### config.mk
export PLATFORM = sky130hd
export DESIGN_NAME = xcpu_irq_reg
export DESIGN_NICKNAME = d
export VERILOG_FILES = /design/src/rtl/xcpu_irq_pkg.sv /design/src/rtl/xcpu_wr_decode.sv /design/src/rtl/xcpu_irq_next.sv /design/src/rtl/xcpu_rd_mux.sv /design/src/rtl/xcpu_irq_reg.sv
export SDC_FILE = /design/constraint.sdc
export NUM_CORES = 1
export LEC_CHECK = 0
export BUFFER_PORTS_ARGS = -buffer_cell sky130_fd_sc_hd__buf_2
export CORE_MARGIN = 2
export CORE_UTILIZATION = 30
export DETAILED_ROUTE_END_ITERATION = 12
export GPL_ROUTABILITY_DRIVEN = 0
export PLACE_DENSITY_LB_ADDON = 0.25
export SLEW_MARGIN = 20
export SYNTH_ARGS = -nofsm -noshare
export SYNTH_HDL_FRONTEND = slang
export SYNTH_SLANG_ARGS = --single-unit
### constraint.sdc
create_clock -name clk -period 1.2 [get_ports clk]
set_input_delay 0.06 -clock clk [delete_from_list [all_inputs] [get_ports clk]]
set_output_delay 0.06 -clock clk [all_outputs]
set_load 0.02 [all_outputs]
### src/rtl/xcpu_irq_pkg.sv
package xcpu_irq_pkg;
    localparam int CPU_MAX    = 4;
    localparam int ID_W       = 2;
    localparam int DATA_W     = 64;
    localparam int ITI_CLR_LO = 4;
    localparam int IPI_CLR_LO = 8;
    localparam int IPI_REQ_LO = 12;

    typedef struct packed {
        logic [CPU_MAX-1:0] req;
        logic [CPU_MAX-1:0] clr_ipi;
        logic [CPU_MAX-1:0] clr_iti;
        logic               bad;
    } wr_fields_t;

    typedef struct packed {
        logic [CPU_MAX-1:0] ipi;
        logic [CPU_MAX-1:0] iti;
        logic               dup;
        logic               idle;
        logic               err;
    } irq_state_t;
endpackage

### src/rtl/xcpu_wr_decode.sv
module xcpu_wr_decode
    import xcpu_irq_pkg::*;
#(
    parameter int NCPU = 4
) (
    input  logic              wr_en,
    input  logic [DATA_W-1:0] wr_data,
    output wr_fields_t        fields
);
    localparam logic [CPU_MAX-1:0] PRESENT = CPU_MAX'((1 << NCPU) - 1);

    logic [CPU_MAX-1:0] raw_req, raw_ci, raw_ct;

    always_comb begin
        raw_req = wr_data[IPI_REQ_LO +: CPU_MAX];
        raw_ci  = wr_data[IPI_CLR_LO +: CPU_MAX];
        raw_ct  = wr_data[ITI_CLR_LO +: CPU_MAX];
        fields.req     = wr_en ? (raw_req & PRESENT) : '0;
        fields.clr_ipi = wr_en ? (raw_ci  & PRESENT) : '0;
        fields.clr_iti = wr_en ? (raw_ct  & PRESENT) : '0;
        fields.bad     = wr_en &&
                         (((raw_req != '0) && ((raw_req & PRESENT) == '0)) ||
                          ((raw_ci  != '0) && ((raw_ci  & PRESENT) == '0)) ||
                          ((raw_ct  != '0) && ((raw_ct  & PRESENT) == '0)));
    end
endmodule

### src/rtl/xcpu_irq_next.sv
module xcpu_irq_next
    import xcpu_irq_pkg::*;
#(
    parameter int NCPU = 4
) (
    input  irq_state_t state_q,
    input  wr_fields_t fields,
    input  logic       tick,
    output irq_state_t state_d
);
    logic [CPU_MAX-1:0] ipi_n, iti_n, dup_v, idle_v;

    for (genvar p = 0; p < CPU_MAX; p++) begin : g_cpu
        if (p < NCPU) begin : g_present
            always_comb begin
                ipi_n[p]  = (state_q.ipi[p] | fields.req[p]) & ~fields.clr_ipi[p];
                iti_n[p]  = tick | (state_q.iti[p] & ~fields.clr_iti[p]);
                dup_v[p]  = fields.req[p] & state_q.ipi[p];
                idle_v[p] = fields.clr_ipi[p] & ~state_q.ipi[p];
            end
        end else begin : g_absent
            always_comb begin
                ipi_n[p]  = 1'b0;
                iti_n[p]  = 1'b0;
                dup_v[p]  = 1'b0;
                idle_v[p] = 1'b0;
            end
        end
    end

    always_comb begin
        state_d      = '0;
        state_d.ipi  = ipi_n;
        state_d.iti  = iti_n;
        state_d.dup  = |dup_v;
        state_d.idle = |idle_v;
        state_d.err  = fields.bad;
    end
endmodule

### src/rtl/xcpu_rd_mux.sv
module xcpu_rd_mux
    import xcpu_irq_pkg::*;
(
    input  logic [ID_W-1:0]    rd_cpu_id,
    input  logic [CPU_MAX-1:0] ipi,
    input  logic [CPU_MAX-1:0] iti,
    output logic [DATA_W-1:0]  rd_data
);
    always_comb begin
        rd_data                           = '0;
        rd_data[ID_W-1:0]                 = rd_cpu_id;
        rd_data[ITI_CLR_LO +: CPU_MAX]    = iti;
        rd_data[IPI_CLR_LO +: CPU_MAX]    = ipi;
    end
endmodule

### src/rtl/xcpu_irq_reg.sv
module xcpu_irq_reg
    import xcpu_irq_pkg::*;
#(
    parameter int NCPU = 4
) (
    input  logic              clk,
    input  logic              rst_n,
    input  logic              wr_en,
    input  logic [63:0]       wr_data,
    input  logic              tick,
    input  logic [1:0]        rd_cpu_id,
    output logic [63:0]       rd_data,
    output logic [3:0]        ipi_irq,
    output logic [3:0]        iti_irq,
    output logic              warn_dup_ipi,
    output logic              warn_clr_idle,
    output logic              err_no_target
);
    wr_fields_t fields;
    irq_state_t state_d, state_q;

    xcpu_wr_decode #(.NCPU(NCPU)) u_dec (
        .wr_en   (wr_en),
        .wr_data (wr_data),
        .fields  (fields)
    );

    xcpu_irq_next #(.NCPU(NCPU)) u_next (
        .state_q (state_q),
        .fields  (fields),
        .tick    (tick),
        .state_d (state_d)
    );

    always_ff @(posedge clk) begin
        if (!rst_n) state_q <= '0;
        else        state_q <= state_d;
    end

    xcpu_rd_mux u_rd (
        .rd_cpu_id (rd_cpu_id),
        .ipi       (state_q.ipi),
        .iti       (state_q.iti),
        .rd_data   (rd_data)
    );

    assign ipi_irq       = state_q.ipi;
    assign iti_irq       = state_q.iti;
    assign warn_dup_ipi  = state_q.dup;
    assign warn_clr_idle = state_q.idle;
    assign err_no_target = state_q.err;
endmodule

==> flow_summary.yaml <==
status:
  outcome: "finished with violations"
  violations: "DRC"
pwr:
  power.internal_mw: 0.614
  p_switching_mw: 0.397
  power_frac_clock: 0.306
  power_density_mw_per_mm2: 1140
  p_total_mw: 1.01
  peakVddDrop_mv: 0.405
  p_sw_frac: 0.393
  comb_power_share: 0.330
  power_frac_seq: 0.364
  p_leak_nw: 0.501
synthesis:
  synthTopCellsByArea: "buf_4, dfxtp_1, a21boi_0"
  synth_top_area_share: 0.540
  yosysUniqueCellTypes: 15
  synth-seq-cells: 10
  synthCells: 103
  yosys_warnings: 0
  ys_seq_area_frac: 0.222
  synthesis.area_um2: 903
  yosysTopAreaCell: "buf_4"
  avgSynthCellArea_um2: 8.77
routing:
  via_per_inst: 3.64
  dr_wl_met2_um: 684
  wirelength_um: 1480
  drt_iter0_drc: 19
  vias: 594
  postRouteAntennaNets: 0
  wl_met3_um: 262
  dr.pass1.iters: 8
  post_drt_wl_per_cell_um: 9.08
  met1Wirelength_um: 512
  drcViolationCount: 8
  top_layer: "met4"
floorplan:
  die_area_mm2: 0.00347
  core_area_mm2: 0.00281
  pin_count: 145
  die_h_um: 58.9
  die_width_um: 58.9
  start_util: 0.322
  num_rows: 19
timing:
  fmax_ghz: 1.09
  hold_violations: 0
  post-route-period-util: 0.765
  fin_worst_skew_ns: 0.000181
  rsz0062_at_grt: "false"
  setup_viol: 0
  fin_setup_tns_ns: 0
  slew_viol_final: 0
  final.min_clock_period_ns: 0.918
grt:
  grt_pass1_vias: 466
  grtUsageTotal: 0.0822
  antenna_found_initial: 0
  grt_max_degree: 14
  overflow: 0
  grt_pass1_wl_um: 1990
clock_network:
  cts.path.max_buffers: 2
  cts_resized: 0
  cts_tree: "built"
  numCtsBuffers: 3
  cts.sinks: 10
  clk_pin_slew_worst_paths_ns: 0.07
  h-tree-depth: 1
  clock_latency_ns: 0.27
  root_buffer: "clkbuf_4"
critical_path:
  cp_cell_sequence: "buf_2"
  cp_max_fo: 5
  cp_num_buf_inv: 1
  crit_family: "flip-flops"
  crit_type: "register to output port"
  required_ns: 1.14
  critPathSlowestCell: "dfxtp_1"
  cp-start-kind: "register"
  crit_arrival_ns: 0.86
  max_stage_delay_ns: 0.40
  endpoint_kind: "output port"
placement:
  port_buffers: 33
  dpl.hpwl_um: 1180
run:
  cap_viol_max_count: 0
final_layout:
  fin_util: 0.316
  final_cell_mix: "conb_1, buf_2, dfxtp_1"
  layout_commonest_cell: "conb_1"
  n_antenna_cell: 0
  drive_above_1_share: 0.326
  fin_nets: 203
  synthToLayoutAreaGrowth_pct: -1.80
min_path:
  hold_path.class: "primary input to register"
[registers in the layout, summed over array words and instances, names as in the netlist]
signal / flops
iti_irq: 4
warn_dup_ipi: 1
warn_clr_idle: 1
ipi_irq: 4
[cell families (layout without fill, tap and decap cells)]
logic type / after synthesis / after routing / synth area share
AO/OA/AOI/OAI: 20 / 20 / 0.186
AND/OR/NAND/NOR: 5 / 5 / 0.0318
other: 1 / 55 / 0.00415
buffers and inverters: 67 / 42 / 0.557
flip-flops: 10 / 10 / 0.222
[synth_stat cells]
master	n
buf_4	65
nand2_1	1
a21oi_1	2
buf_6	1
inv_1	1
a21oi_2	3
a41oi_2	1
a22oi_1	2
o21a_1	4
nand2b_1	4
dfxtp_1	10
a21boi_0	4
conb_1	1
a211oi_2	2
a211oi_1	2
[per-stage QoR]
stage | area, um^2 | hold slack [ns] | std cells | setup WS (ns)
finish | 887 | 0.0506 | 163 | 0.282
CTS | 887 | 0.0420 | 163 | 0.261
global placement | 811 | 0.120 | 155 | 0.448
floorplan | 1110 | 0.157 | 157 | 0.342
detailed placement | 811 | 0.120 | 155 | 0.436
global route | 887 | 0.0484 | 163 | 0.216
[power groups by stage]
stage | clock [mW] | sequential [mW] | combinational (mW)
6_report | 0.309 | 0.369 | 0.333
4_1_cts | 0.328 | 0.369 | 0.331
3_5_place_dp | 0 | 0.377 | 0.320
3_3_place_gp | 0 | 0.377 | 0.321
2_1_floorplan | 0 | 0.400 | 0.392
5_1_grt | 0.340 | 0.372 | 0.357
[layer usage]
layer  global-route usage  vias up
met4               0.0519        0
met2                0.137       58
met3               0.0462        4
li1                     -      273
met1               0.0779      259
met5                    0        -
[layout make-up]
class	instances	area (um^2)
well taps	31	38.8
repair buffers	37	205
fillers	310	1920
flip-flops and latches	10	200
multi-input cells	80	403
clock buffers	4	36.3
inverters	1	3.75
[worst paths after layout]
check                           startpoint           end  slack [ns]  cells past startpoint
worst max register to register  ipi_irq[0]  warn_dup_ipi        0.43                      2
worst max-delay path            ipi_irq[3]    ipi_irq[3]        0.28                      1
worst min-delay path                  tick    iti_irq[3]        0.05                      2
worst min register to register  ipi_irq[0]    ipi_irq[0]        0.54                      2
[timing repair]
| item | CTS | global route |
|---|---|---|
| hold buffers | 4 | 0 |
| endpoints found under the setup margin | 0 | 0 |
| buffers inserted | 0 | 0 |
| endpoints found under the hold margin | 4 | 0 |
Power figures use the tool's default switching activity.
